File: src/rtl/pgwalk_pkg.sv
package pgwalk_pkg;

    typedef enum logic [2:0] {
        ST_IDLE,
        ST_READ_DIR,
        ST_READ_PTE,
        ST_UPDATE_PTE,
        ST_DONE
    } walk_state_e;

    typedef enum logic [1:0] {
        ACC_READ  = 2'd0,
        ACC_WRITE = 2'd1,
        ACC_EXEC  = 2'd2
    } acc_kind_e;

    typedef enum logic [1:0] {
        FLT_NONE        = 2'd0,
        FLT_DIR_ABSENT  = 2'd1,
        FLT_LEAF_ABSENT = 2'd2,
        FLT_PROT        = 2'd3
    } fault_e;

    // bit positions inside a table word
    localparam int ENT_V   = 0;
    localparam int ENT_D   = 1;
    localparam int ENT_REF = 2;
    localparam int ENT_PR  = 3;
    localparam int ENT_PW  = 4;
    localparam int ENT_PX  = 5;
    localparam int PERM_W  = 3;

endpackage

File: src/rtl/pgwalk_addr.sv
module pgwalk_addr #(
    parameter int ADDR_W = 32,
    parameter int OFF_W  = 12,
    parameter int IDX_W  = 10,
    parameter int ENT_LG = 2
) (
    input  logic [ADDR_W-OFF_W-1:0] frame,
    input  logic [IDX_W-1:0]        idx,
    output logic [ADDR_W-1:0]       addr
);
    localparam int PAD_W = ADDR_W - IDX_W;

    logic [ADDR_W-1:0] base_b;
    logic [ADDR_W-1:0] step_b;

    assign base_b = {frame, {OFF_W{1'b0}}};
    assign step_b = {{PAD_W{1'b0}}, idx} << ENT_LG;
    assign addr   = base_b | step_b;
endmodule

File: src/rtl/pgwalk_perm.sv
module pgwalk_perm
    import pgwalk_pkg::*;
#(
    parameter int ADDR_W = 32,
    parameter int OFF_W  = 12
) (
    input  logic [ADDR_W-1:0]       entry,
    input  acc_kind_e               kind,
    output logic                    present,
    output logic                    allowed,
    output logic                    needs_update,
    output logic [ADDR_W-1:0]       updated,
    output logic [PERM_W-1:0]       perm,
    output logic [ADDR_W-OFF_W-1:0] frame
);
    logic [ADDR_W-1:0] set_mask;

    assign present = entry[ENT_V];
    assign frame   = entry[ADDR_W-1:OFF_W];

    for (genvar i = 0; i < PERM_W; i++) begin : g_perm
        assign perm[i] = entry[ENT_PR+i];
    end

    always_comb begin
        unique case (kind)
            ACC_READ:  allowed = entry[ENT_PR];
            ACC_WRITE: allowed = entry[ENT_PW];
            ACC_EXEC:  allowed = entry[ENT_PX];
            default:   allowed = 1'b0;
        endcase
    end

    always_comb begin
        set_mask          = '0;
        set_mask[ENT_REF] = 1'b1;
        set_mask[ENT_D]   = (kind == ACC_WRITE);
    end

    assign updated      = entry | set_mask;
    assign needs_update = (updated != entry);
endmodule

File: src/rtl/pgwalk_top.sv
module pgwalk_top
    import pgwalk_pkg::*;
#(
    parameter int ADDR_W = 32,
    parameter int OFF_W  = 12,
    parameter int DIR_W  = 10
) (
    input  logic                    clk,
    input  logic                    rst_n,
    input  logic [ADDR_W-OFF_W-1:0] root_frame,
    input  logic                    req_valid,
    output logic                    req_ready,
    input  logic [ADDR_W-1:0]       req_vaddr,
    input  logic [1:0]              req_kind,
    output logic                    rsp_valid,
    input  logic                    rsp_ready,
    output logic [ADDR_W-1:0]       rsp_paddr,
    output logic [2:0]              rsp_perm,
    output logic [1:0]              rsp_fault,
    output logic                    mem_req_valid,
    input  logic                    mem_req_ready,
    output logic                    mem_req_write,
    output logic [ADDR_W-1:0]       mem_req_addr,
    output logic [ADDR_W-1:0]       mem_req_wdata,
    input  logic                    mem_rsp_valid,
    input  logic [ADDR_W-1:0]       mem_rsp_data
);
    localparam int FRAME_W = ADDR_W - OFF_W;
    localparam int TBL_W   = ADDR_W - OFF_W - DIR_W;
    localparam int ENT_LG  = 2;

    walk_state_e             state_q, state_d;
    logic                    waiting_q;
    logic [ADDR_W-1:0]       va_q;
    acc_kind_e               kind_q;
    logic [FRAME_W-1:0]      root_q;
    logic [FRAME_W-1:0]      tbl_frame_q;
    logic [ADDR_W-1:0]       leaf_q;
    logic [ADDR_W-1:0]       paddr_q;
    logic [PERM_W-1:0]       perm_q;
    fault_e                  fault_q;

    logic [ADDR_W-1:0]       dir_addr;
    logic [ADDR_W-1:0]       leaf_addr;
    logic                    chk_present;
    logic                    chk_allowed;
    logic                    chk_update;
    logic [ADDR_W-1:0]       chk_entry;
    logic [PERM_W-1:0]       chk_perm;
    logic [FRAME_W-1:0]      chk_frame;
    logic                    mem_fire;
    logic                    mem_done;

    pgwalk_addr #(
        .ADDR_W (ADDR_W),
        .OFF_W  (OFF_W),
        .IDX_W  (DIR_W),
        .ENT_LG (ENT_LG)
    ) u_dir_addr (
        .frame (root_q),
        .idx   (va_q[ADDR_W-1 -: DIR_W]),
        .addr  (dir_addr)
    );

    pgwalk_addr #(
        .ADDR_W (ADDR_W),
        .OFF_W  (OFF_W),
        .IDX_W  (TBL_W),
        .ENT_LG (ENT_LG)
    ) u_leaf_addr (
        .frame (tbl_frame_q),
        .idx   (va_q[OFF_W +: TBL_W]),
        .addr  (leaf_addr)
    );

    pgwalk_perm #(
        .ADDR_W (ADDR_W),
        .OFF_W  (OFF_W)
    ) u_perm (
        .entry        (mem_rsp_data),
        .kind         (kind_q),
        .present      (chk_present),
        .allowed      (chk_allowed),
        .needs_update (chk_update),
        .updated      (chk_entry),
        .perm         (chk_perm),
        .frame        (chk_frame)
    );

    assign mem_fire = mem_req_valid && mem_req_ready;
    assign mem_done = waiting_q && mem_rsp_valid;

    // next-state logic
    always_comb begin
        state_d = state_q;
        unique case (state_q)
            ST_IDLE: begin
                if (req_valid) state_d = ST_READ_DIR;
            end
            ST_READ_DIR: begin
                if (mem_done) state_d = mem_rsp_data[ENT_V] ? ST_READ_PTE : ST_DONE;
            end
            ST_READ_PTE: begin
                if (mem_done) begin
                    if (chk_present && chk_allowed && chk_update) state_d = ST_UPDATE_PTE;
                    else                                          state_d = ST_DONE;
                end
            end
            ST_UPDATE_PTE: begin
                if (mem_done) state_d = ST_DONE;
            end
            ST_DONE: begin
                if (rsp_ready) state_d = ST_IDLE;
            end
            default: state_d = ST_IDLE;
        endcase
    end

    // state register and walk registers
    always_ff @(posedge clk) begin
        if (!rst_n) begin
            state_q     <= ST_IDLE;
            waiting_q   <= 1'b0;
            va_q        <= '0;
            kind_q      <= ACC_READ;
            root_q      <= '0;
            tbl_frame_q <= '0;
            leaf_q      <= '0;
            paddr_q     <= '0;
            perm_q      <= '0;
            fault_q     <= FLT_NONE;
        end else begin
            state_q <= state_d;
            if (mem_fire)      waiting_q <= 1'b1;
            else if (mem_done) waiting_q <= 1'b0;

            unique case (state_q)
                ST_IDLE: begin
                    if (req_valid) begin
                        va_q   <= req_vaddr;
                        kind_q <= acc_kind_e'(req_kind);
                        root_q <= root_frame;
                    end
                end
                ST_READ_DIR: begin
                    if (mem_done) begin
                        tbl_frame_q <= mem_rsp_data[ADDR_W-1:OFF_W];
                        if (!mem_rsp_data[ENT_V]) begin
                            fault_q <= FLT_DIR_ABSENT;
                            paddr_q <= '0;
                            perm_q  <= '0;
                        end
                    end
                end
                ST_READ_PTE: begin
                    if (mem_done) begin
                        leaf_q <= chk_entry;
                        if (!chk_present) begin
                            fault_q <= FLT_LEAF_ABSENT;
                            paddr_q <= '0;
                            perm_q  <= '0;
                        end else if (!chk_allowed) begin
                            fault_q <= FLT_PROT;
                            paddr_q <= '0;
                            perm_q  <= '0;
                        end else begin
                            fault_q <= FLT_NONE;
                            paddr_q <= {chk_frame, va_q[OFF_W-1:0]};
                            perm_q  <= chk_perm;
                        end
                    end
                end
                default: ;
            endcase
        end
    end

    // outputs
    always_comb begin
        req_ready     = 1'b0;
        rsp_valid     = 1'b0;
        mem_req_valid = 1'b0;
        mem_req_write = 1'b0;
        mem_req_addr  = leaf_addr;
        mem_req_wdata = '0;
        unique case (state_q)
            ST_IDLE: req_ready = 1'b1;
            ST_READ_DIR: begin
                mem_req_valid = !waiting_q;
                mem_req_addr  = dir_addr;
            end
            ST_READ_PTE: begin
                mem_req_valid = !waiting_q;
            end
            ST_UPDATE_PTE: begin
                mem_req_valid = !waiting_q;
                mem_req_write = 1'b1;
                mem_req_wdata = leaf_q;
            end
            ST_DONE: rsp_valid = 1'b1;
            default: ;
        endcase
    end

    assign rsp_paddr = paddr_q;
    assign rsp_perm  = perm_q;
    assign rsp_fault = fault_q;
endmodule

File: config.mk
export PLATFORM = sky130hd
export DESIGN_NAME = pgwalk_top
export DESIGN_NICKNAME = d
export VERILOG_FILES = /design/src/rtl/pgwalk_pkg.sv /design/src/rtl/pgwalk_addr.sv /design/src/rtl/pgwalk_perm.sv /design/src/rtl/pgwalk_top.sv
export SDC_FILE = /design/constraint.sdc
export NUM_CORES = 1
export LEC_CHECK = 0
export ABC_AREA = 1
export BUFFER_PORTS_ARGS = -buffer_cell sky130_fd_sc_hd__buf_4
export CORE_ASPECT_RATIO = 1.1
export CORE_MARGIN = 8
export CORE_UTILIZATION = 53
export DETAILED_ROUTE_END_ITERATION = 16
export GPL_TIMING_DRIVEN = 0
export PLACE_DENSITY = 0.79
export SLEW_MARGIN = 20
export SYNTH_ARGS = -nofsm -noshare
export SYNTH_HDL_FRONTEND = slang
export SYNTH_HIERARCHICAL = 1
export SYNTH_SLANG_ARGS = --single-unit
File: constraint.sdc
create_clock -name clk -period 1.7 [get_ports clk]
set_input_delay 0.085 -clock clk [delete_from_list [all_inputs] [get_ports clk]]
set_output_delay 0.085 -clock clk [all_outputs]
set_load 0.05 [all_outputs]
## After elaboration in Yosys (flattened, before gate mapping)

Cells that the tools add are included.

| storage, ports and cells | value |
|---|---|
| register bits after elaboration | 147 |
| input port bits | 92 |
| output and inout bits | 105 |
| logic and storage cells | 76 |

| operators by class | value |
|---|---|
| eq/ne operators | 13 |
| muxes and demuxes | 35 |
| bitwise gates (word level) | 3 |
| reduce and logical (&&, ||, !) cells | 15 |

Operators by type and width:

| kind | count |
|---|---|
| $mux 32 | 7 |
| $or 32x12->32 | 2 |
| $pmux 32 s2 | 1 |
| $mux 3 | 12 |
| $ne 32x32->1 | 1 |
| $or 32x3->32 | 1 |
| $pmux 3 s5 | 1 |
| $ne 2x2->1 const B | 6 |
| $mux 2 | 5 |
| $eq 3x2->1 const B | 2 |
| $mux 1 | 6 |
| $pmux 3 s2 | 1 |
| $reduce_and 2->1 | 3 |
| $reduce_and 5->1 | 1 |
| $logic_and 1x1->1 | 4 |
| $pmux 2 s2 | 1 |
| $reduce_and 4->1 | 1 |
| $reduce_bool 2->1 | 2 |
| $eq 3x1->1 const B | 1 |
| $eq 3x3->1 const B | 1 |
| $logic_not 3->1 | 1 |
| $pmux 1 s3 | 1 |
| $reduce_or 3->1 | 1 |
| $eq 2x1->1 const B | 1 |
| 3 further kinds | 3 |

## Depth between registers and ports, before layout

Gate-level depths: netlist of the first run.

| logic depth | value |
|---|---|
| depth in word-level cells | 7 |
| depth in mapped cells | 10 |
| depth with buffers taken out | 10 |

## Cells and area by module

The synthesis of the first run kept the hierarchy.

Modules (own cells, without submodules):

| module | instances | cells each | area an instance (µm²) | seq. area each (µm²) |
|---|---|---|---|---|
| pgwalk_top | 1 | 976 | 6,477.5 | 2,942.8 |
| pgwalk_addr | 2 | 33 | 244.0 | 0.0 |
| pgwalk_perm | 1 | 66 | 460.4 | 0.0 |

## Worst setup path before layout of the first run

Ideal clock, no wire load.

| timing path | value |
|---|---|
| path type | register to output |
| start point | register state_q[2] |
| end point | output mem_req_wdata[10] |
| arrival time | 2.364 ns |
| data required time | 1.615 ns |
| setup slack | -0.749 ns |
| stages on the path, launching flop included | 7 |
| buffers on the path | 1 |
| cell sequence | dfxtp_1 -> inv_2 -> nand2_1 -> nor2_1 -> inv_1 -> clkbuf_1 -> nor2_1 |

| on the way | value |
|---|---|
| longest elaborated chain between the ends | 2 |

RTL lines:

| what | RTL line | text |
|---|---|---|
| from (decl) | pgwalk_top.sv:32 | `walk_state_e state_q, state_d;` |
| from (signal assigned) | pgwalk_top.sv:133 | `state_q <= state_d;` |
| $eq 3x2->1 | pgwalk_top.sv:186 | `unique case (state_q)` |
| $mux 32 | pgwalk_top.sv:186 |  |
| to (decl) | pgwalk_top.sv:24 | `output logic [ADDR_W-1:0] mem_req_wdata,` |

Every way passes these cells.

## Worst setup path after layout of the first run

| timing path | value |
|---|---|
| start point | register state_q[2] |
| end point | output mem_req_wdata[21] |

The elaborated chain is that of the path after synthesis.

==> results.toml, run 1 <==
[placement]
place.gp.congestion = 0.850
portBuffers = 188
placed_area_um2 = 9330
dp_cells = 1486
hpwl_mm = 16.2

[die]
dieArea_um2 = 18100
fp-row-count = 45
die_w_um = 129
die_y_um = 140
initial_core_util_pct = 54.1
fp.coreArea_um2 = 13700
io_pins = 197

[timing]
hold_ws_ns = -0.0104
fmax_mhz = 543
finalCriticalPeriod_ns = 1.84
tightest_slew_ns = 0.554
rsz0062_at_grt = "yes"
finalSetupViolations = 53
slew_viol_final = 0
fin_skew_ns = 0.00515
fin_ws_ns = -0.142
hold_violations = 2
finalCritPeriodShare_pct = 108
max-slew-margin-rel_pct = 63.1

[cts]
htree_levels = 4
clk_pin_slew_ns = 0.06
cts_root_buffer = "clkbuf_16"
cts_tree = "yes"
cts_buffers = 17
clk_latency_ns = 0.43
cts_buffer_depth = 2
cts.sinks = 147

[setup_path]
r2r_cells = 8
crit_type = "reg -> out"
cp-start-kind = "register"
end_kind = "output pin"
worstPathArrival_ns = 1.76
slowest_stage = "dfxtp_4"
cpPeakStageDelay_ns = 0.35
path_cells = "inv_4, nand2_4, nor2_4, clkinvlp_4, buf_6, clkbuf_16, nor2_4, buf_8"
critPathRequiredTime_ns = 1.62
cp_max_fo = 5
cp_common_cell = "nor2_4"

[logic_synthesis]
yosys_warnings = 6
synth_cells = 1108
seq_area_frac_synth_pct = 39.6
ys_ff_latch = 147
synth_area_per_cell_um2 = 6.70
synth_area_um2 = 7430
synth.distinct_cells = 21

[global_routing]
antenna_found_initial = 1
grt_remaining_overflow = 0
grt_max_degree = 17
grt_pass1_wl_mm = 40.2
grt_usage_pct = 27.9
grt_pass1_vias = 8100

[route]
vias = 8356
viasPerCell = 5.14
drtIter0Drc = 735
ant_nets = 0
drc = 0
wl_mm = 27.4
drt_first_pass_iters = 7
wl_per_cell_um = 16.8

[job]
drv_cap = 0

[worst_hold_path]
hold-path-cell-count = 3
hp-class = "in -> reg"

[final_layout]
layout.nets = 1516
finish.utilization_pct = 86.1
final_cell_mix = "265 x buf_4, 194 x nand2_1, 144 x dfxtp_1"
n_fill_cell = 810
design_area_um2 = 11800
fin_cells = 1625
layout-drive-gt1-share_pct = 34.9
syn_to_final_growth_pct = 59.2
final_common_cell = "buf_4"

[power]
leakage_nw = 5.45
p_total_w = 0.0146
ir_drop_v = 0.00131
power.density_nw_per_um2 = 1240

[run_status]
status = "finished, violations left"
violations = "hold timing, setup timing"
## Yosys cell counts
| library cell | count | area share [%] |
|---|---|---|
| a211oi_1 | 1 | 0.10 |
| a21oi_1 | 88 | 5.9 |
| buf_1 | 1 | 0.050 |
| buf_2 | 19 | 1.3 |
| buf_4 | 123 | 12 |
| clkbuf_1 | 45 | 2.3 |
| conb_1 | 3 | 0.15 |
| dfxtp_1 | 147 | 40 |
| inv_1 | 116 | 5.9 |
| inv_2 | 5 | 0.25 |
| nand2_1 | 240 | 12 |
| nand2_2 | 2 | 0.17 |
| nand3_1 | 138 | 9.3 |
| nand3_2 | 1 | 0.13 |
| nand4_2 | 1 | 0.17 |
| nor2_1 | 118 | 6.0 |
| nor2_2 | 2 | 0.17 |
| nor2_4 | 1 | 0.15 |
| nor3_1 | 1 | 0.067 |
| o21ai_0 | 50 | 3.4 |
| o21ai_1 | 6 | 0.40 |
## power breakdown
part	internal (W)	switching (W)	leakage (nW)	total (W)
sequential	0.00387	0.000255	1.19	0.00413
combinational	0.00276	0.00423	3.99	0.00699
clock	0.00207	0.00141	0.258	0.00349
## critical path, delay by kind of cell, from the launching register on
kind	cells	cell delay, ns
buf+inv	5	0.67
flops	1	0.35
simple gates	3	0.30
## metrics by stage
stage	setup WS, ns	setup TNS [ns]
2_1_floorplan	-0.0817	-0.194
3_3_place_gp	-0.132	-4.55
3_5_place_dp	-0.158	-6.91
4_1_cts	-0.119	-3.49
5_1_grt	-0.187	-8.47
6_report	-0.142	-4.03
## final cells by class
type                            count  area (µm²)  share of cell area (%)
Antenna cell                        1        2.50                  0.0212
Multi-Input combinational cell    655        3400                    28.8
Inverter                          121         465                    3.94
Sequential cell                   147        2950                    25.0
Timing Repair Buffer              295        2870                    24.2
Buffer                            187        1370                    11.5
Clock inverter                      5        52.6                   0.444
Tap cell                          188         235                    1.99
Clock buffer                       26         479                    4.05
## sequential cells by signal, summed over array words and instances (netlist names)
signal / cells
rsp_fault: 2
waiting_q: 1
leaf_q: 32
rsp_paddr: 32
kind_q: 2
tbl_frame_q: 20
root_q: 20
state_q: 3
rsp_perm: 3
va_q: 32
## worst paths after layout
path	start	to	slack, ns
max reg2reg	state_q[1]	tbl_frame_q[0]	-0.02
min reg2reg	rsp_fault[0]	rsp_fault[0]	0.46
min	mem_rsp_data[23]	tbl_frame_q[11]	-0.01
max	state_q[2]	mem_req_wdata[21]	-0.14
## cells by family after synthesis
group | after synthesis | synth area share (%)
AOI/OAI and AO/OA | 145 | 9.81
and+or+nand+nor | 504 | 28.3
DFF | 147 | 39.6
buffers and inverters | 309 | 22.2
other | 3 | 0.152
## metal layers
metal / track usage, % / vias up / part of all wire [%]
li1: - / 3962 / -
met1: 30.4 / 3874 / 37
met2: 48.3 / 410 / 50
met3: 7.18 / 110 / 8.3
met4: 14.9 / 0 / 4.8
met5: 0 / - / 0
## timing repair
item / 4_1_cts / 5_1_grt
hold endpoints to repair: 77 / 1
hold buffers: 77 / 1
buffers inserted: 15 / 6
resized for setup: 167 / 122
pin swaps: 22 / 23
gates cloned: 8 / 1
endpoints found under the setup margin: 111 / 179
Note: power is estimated with default switching activity, not from simulation.
==> run 2, diff against run 1 <==
--- a/config.mk
+++ b/config.mk
@@ -7,7 +7,7 @@
 export LEC_CHECK = 0
 export ABC_AREA = 1
 export BUFFER_PORTS_ARGS = -buffer_cell sky130_fd_sc_hd__buf_4
-export CORE_ASPECT_RATIO = 1.1
+export CORE_ASPECT_RATIO = 1.2
 export CORE_MARGIN = 8
 export CORE_UTILIZATION = 53
 export DETAILED_ROUTE_END_ITERATION = 16
==> constraint.sdc (replaced) <==
create_clock -name clk -period 1.9 [get_ports clk]
set_input_delay 0.095 -clock clk [delete_from_list [all_inputs] [get_ports clk]]
set_output_delay 0.095 -clock clk [all_outputs]
set_load 0.05 [all_outputs]
==> run 2 against run 1 <==
Against the previous run:
- the flow now finishes without violations
- core utilization is 7.6 points lower
- first-iteration DRC count is 27% lower
- via count is 8.5% lower
- highest routed layer unchanged
==> results.toml, run 2 (synthesized netlist as in run 1, its figures left out) <==
[setup_path]
cp-start-kind = "register"
crit_start = "state_q[1]"
worstPathArrival_ns = 1.76
cp_max_fo = 10
rr_startpoint = "state_q[1]"
end_kind = "output pin"
crit_type = "reg -> out"
critPathRequiredTime_ns = 1.80

[global_routing]
antenna_found_initial = 0
grt_pass1_wl_mm = 37.0
grt_remaining_overflow = 0
grt_usage_pct = 25.6
grt_pass1_vias = 7470
grt_max_degree = 17

[timing]
fin_skew_ns = 0.0104
tightest_slew_ns = 0.609
max-slew-margin-rel_pct = 59.4
fmax_mhz = 540
rsz0062_at_grt = "yes"
slew_viol_final = 0
hold_violations = 0
finalCritPeriodShare_pct = 97.4
fin_ws_ns = 0.0497
finalSetupViolations = 0
finalCriticalPeriod_ns = 1.85

[cts]
cts_tree = "yes"
cts.sinks = 147
cts_buffer_depth = 2
clk_latency_ns = 0.43
htree_levels = 4
cts_root_buffer = "clkbuf_16"
clk_pin_slew_ns = 0.06
cts_buffers = 17

[final_layout]
final_common_cell = "buf_4"
final_cell_mix = "296 x buf_4, 239 x nand2_1, 145 x dfxtp_1"
syn_to_final_growth_pct = 45.5
layout.nets = 1490
design_area_um2 = 10800
layout-drive-gt1-share_pct = 30.2
fin_cells = 1582
diodes = 0

[die]
initial_core_util_pct = 54.0
fp-row-count = 47
fp.coreArea_um2 = 13800
die_w_um = 124
io_pins = 197
die_y_um = 146
dieArea_um2 = 18100

[route]
wl_per_cell_um = 14.7
drc = 0
drtIter0Drc = 536
wl_mm = 23.2
drt_first_pass_iters = 5
viasPerCell = 4.84
ant_nets = 0
vias = 7649

[run_status]
status = "completed"

[power]
p_total_w = 0.0121
leakage_nw = 5.01
ir_drop_v = 0.000923
power.density_nw_per_um2 = 1120

[placement]
place.gp.congestion = 0.843
hpwl_mm = 15.8
preCtsSetupSlack_ns = -0.00260
placed_area_um2 = 9190
portBuffers = 188
dp_cells = 1469

[worst_hold_path]
min_from = "mem_rsp_data[10]"
hp-class = "in -> reg"

[job]
drv_cap = 0
==> run 2: cell types whose count changed in the layout (fill, tap and decap cells not counted), moves of 19 or more <==
cell / previous run / this run
buf_4: 265 / 296
nand2_1: 194 / 239
nand2_4: 26 / 0
nand2_2: 22 / 3
buf_6: 37 / 17
nor2_4: 35 / 13
buf_8: 38 / 1
nor2_2: 1 / 21
==> run 2: through the flow <==
step / TNS, ns / utilization [%] / hold WS (ns)
after floorplan: 0 / - / 0.259
after global placement: -0.0133 / 66.8 / 0.357
after detailed placement: -0.00260 / 66.8 / 0.373
after CTS: 0 / 78.1 / 0.00155
after global routing: -0.309 / 78.5 / 0.0194
final: 0 / 78.5 / 0.0178
==> run 2: report_power, final <==
group / leakage (nW) / switching [W] / internal [W] / total (W)
Sequential: 1.19 / 0.000223 / 0.00345 / 0.00367
Combinational: 3.51 / 0.00312 / 0.00172 / 0.00484
Clock: 0.301 / 0.00137 / 0.00221 / 0.00358
Total: 5.01 / 0.00471 / 0.00738 / 0.0121
==> run 2: critical path, cell delays in order (launching register included) <==
cell and delay (ns):
dfxtp_2 0.40, inv_2 0.11, nand3_2 0.17, clkbuf_2 0.23
nand2_1 0.09, nand2_1 0.12, buf_4 0.21
==> run 2: layout make-up <==
| type | count | area, µm² |
|---|---|---|
| Buffer | 188 | 1280 |
| Clock buffer | 17 | 425 |
| Clock inverter | 15 | 208 |
| Fill cell | 999 | 2960 |
| Inverter | 121 | 457 |
| Multi-Input combinational cell | 654 | 2990 |
| Sequential cell | 147 | 2950 |
| Tap cell | 171 | 214 |
| Timing Repair Buffer | 269 | 2280 |
==> run 2: final timing paths <==
path,to,slack [ns],cells after the start
max,mem_req_addr[10],0.05,6
min,leaf_q[10],0.02,3
max reg2reg,rsp_paddr[8],0.14,7
min reg2reg,rsp_fault[0],0.45,2
==> run 2: timing repair <==
| item | in CTS | in global routing |
|---|---|---|
| setup buffers | 1 | 0 |
| endpoints found under the hold margin | 80 | 0 |
| pin swaps | 1 | 1 |
| gates resized for setup | 33 | 26 |
| hold buffers | 80 | 0 |
| endpoints found under the setup margin | 60 | 52 |
==> run 2: metal layers <==
metal  global-route usage, %  wire (µm)
met1                    29.3       9170
met2                    43.0      11500
met3                    7.18       1930
met4                    10.8        583
met5                       0          0
==> run 3, diff against run 2 <==
--- a/config.mk
+++ b/config.mk
@@ -9,10 +9,9 @@
 export BUFFER_PORTS_ARGS = -buffer_cell sky130_fd_sc_hd__buf_4
 export CORE_ASPECT_RATIO = 1.2
 export CORE_MARGIN = 8
-export CORE_UTILIZATION = 53
+export CORE_UTILIZATION = 55
 export DETAILED_ROUTE_END_ITERATION = 16
-export GPL_TIMING_DRIVEN = 0
-export PLACE_DENSITY = 0.79
+export PLACE_DENSITY = 0.82
 export SLEW_MARGIN = 20
 export SYNTH_ARGS = -nofsm -noshare
 export SYNTH_HDL_FRONTEND = slang
==> constraint.sdc (replaced) <==
create_clock -name clk -period 2.3 [get_ports clk]
set_input_delay 0.115 -clock clk [delete_from_list [all_inputs] [get_ports clk]]
set_output_delay 0.115 -clock clk [all_outputs]
set_load 0.05 [all_outputs]
==> run 3 against run 2 <==
Against the previous run:
- sequential share of layout area is 4.3 points higher
- power fell by 24%
- largest power group unchanged
- critical path type unchanged
- sequential power shrank 17%
- largest cell class is now sequential cells
- setup slack better by 0.13 ns
- wire length fell by 4.1%
- global-route usage about the same
==> results.toml, run 3 (synthesized netlist as in run 1, its figures left out) <==
[timing]
hold_violations = 0
rsz0062_at_grt = "no"
slew_viol_final = 0
tightest_slew_ns = 0.808
max-slew-margin-rel_pct = 46.0
fin_skew_ns = 0.00373
finalCritPeriodShare_pct = 92.4
finalSetupViolations = 0
tns_ns = 0
fmax_mhz = 471
hold_ws_ns = 0.00821
finalCriticalPeriod_ns = 2.12

[route]
ant_nets = 0
drt_first_pass_iters = 5
wl_per_cell_um = 16.0
viasPerCell = 5.07
drc = 0
wl_mm = 22.3
vias = 7077
drtIter0Drc = 495

[global_routing]
grt_remaining_overflow = 0
grt_pass1_vias = 6924
busiest_layer = "met2"
grt_util_met2_pct = 44.6
grt_usage_pct = 25.6
grt_max_degree = 66
use_met3_pct = 6.28
use_met1_pct = 28.6
antenna_found_initial = 0
grt_pass1_wl_mm = 35.3

[cts]
cts_buffer_depth = 2
cts_tree = "yes"
cts_buffers = 17
cts.sinks = 147
cts_resized = 0
clk_latency_ns = 0.42
htree_levels = 4
cts_root_buffer = "clkbuf_16"
clk_pin_slew_ns = 0.06

[final_layout]
n_fill_cell = 1063
finish.utilization_pct = 70.7
layout-drive-gt1-share_pct = 20.8
layout.nets = 1307
syn_to_final_growth_pct = 25.4
final_cell_mix = "239 x nand2_1, 206 x buf_4, 147 x dfxtp_1"
final_common_cell = "nand2_1"
diodes = 0

[die]
dieArea_um2 = 17500
fp.coreArea_um2 = 13200
io_pins = 197
die_w_um = 122
fp-row-count = 46
initial_core_util_pct = 56.3
die_y_um = 143

[setup_path]
cpPeakStageDelay_ns = 0.37
rr_startpoint = "state_q[2]"
crit_start = "state_q[2]"
cp_common_cell = "nand2_1"
end_kind = "output pin"
cp_max_fo = 32
path_cells = "inv_2, nand2_1, nor2_2, buf_4, nand2_1, nand2_1, buf_4"
slowest_stage = "dfxtp_1"
cp-start-kind = "register"
worstPathArrival_ns = 2.01
crit_type = "reg -> out"
critPathRequiredTime_ns = 2.18

[power]
p_seq_share_pct = 32.9
ir_drop_v = 0.000760
switching_share_pct = 39.5
p_int_w = 0.00558
power.density_nw_per_um2 = 990
power_frac_comb_pct = 36.8
clockPowerShare_pct = 30.3
leakage_nw = 4.21
p_sw_w = 0.00364

[worst_hold_path]
hp-class = "in -> reg"
min_from = "mem_rsp_data[25]"

[job]
drv_cap = 0

[placement]
portBuffers = 194
hpwl_mm = 14.1
place.gp.congestion = 0.853

[run_status]
status = "completed"
-- run 3: changes by cell type in the layout (fill, tap and decap cells not counted), sizes merged --
cell and delta:
inv -2, bufinv -2, buf -125, dlygate4sd3 -14, clkbuf -38, clkinvlp -2
-- run 3: critical path: cells and delay by family, from the launching register on --
kind | cells | cell delay [ns]
DFF | 1 | 0.37
buffers and inverters | 3 | 0.73
and+or+nand+nor | 4 | 0.48
-- run 3: what timing repair did --
item / in CTS / in global routing
endpoints found under the hold margin: 68 / 0
hold buffers: 66 / 0
buffers inserted: 0 / 0
-- run 3: worst paths after layout --
check | endpoint | slack (ns) | cells after the start
setup / recovery | mem_req_addr[11] | 0.18 | 7
hold / removal | tbl_frame_q[13] | 0.008 | 3
setup reg to reg | rsp_paddr[10] | 0.39 | 9
hold reg to reg | leaf_q[26] | 0.45 | 2
-- run 3: final cells by class --
type	instances	area [µm²]	area share, %
tap	168	210	2.26
sequential	147	2940	31.6
multi-input combinational	654	2860	30.7
clock buffer	23	498	5.35
inverter	121	454	4.88
timing repair buffer	274	2250	24.1
clock inverter	9	101	1.09
-- run 3: metal layers --
layer | up-vias | wire length, µm
met2 | 282 | 11300
met4 | 0 | 635
met3 | 38 | 1710
li1 | 3535 | -
met5 | - | 0
met1 | 3222 | 8670
-- run 3: stage by stage --
step                cells  setup slack (ns)  cell area (µm²)  total power, W
global route         1396            0.0582             9310         0.00971
finish               1396             0.176             9310         0.00922
floorplan            1110            0.0957             7440         0.00567
CTS                  1396             0.179             9310         0.00920
global placement     1298             0.472             8050         0.00630
detailed placement   1298             0.415             8050         0.00633
-- run 3: power groups by stage --
stage / Sequential [W] / Combinational, W / Clock [W]
6_report: 0.00304 / 0.00340 / 0.00279
3_5_place_dp: 0.00308 / 0.00325 / 0
2_1_floorplan: 0.00319 / 0.00248 / 0
4_1_cts: 0.00303 / 0.00336 / 0.00282
5_1_grt: 0.00307 / 0.00369 / 0.00295
3_3_place_gp: 0.00307 / 0.00323 / 0
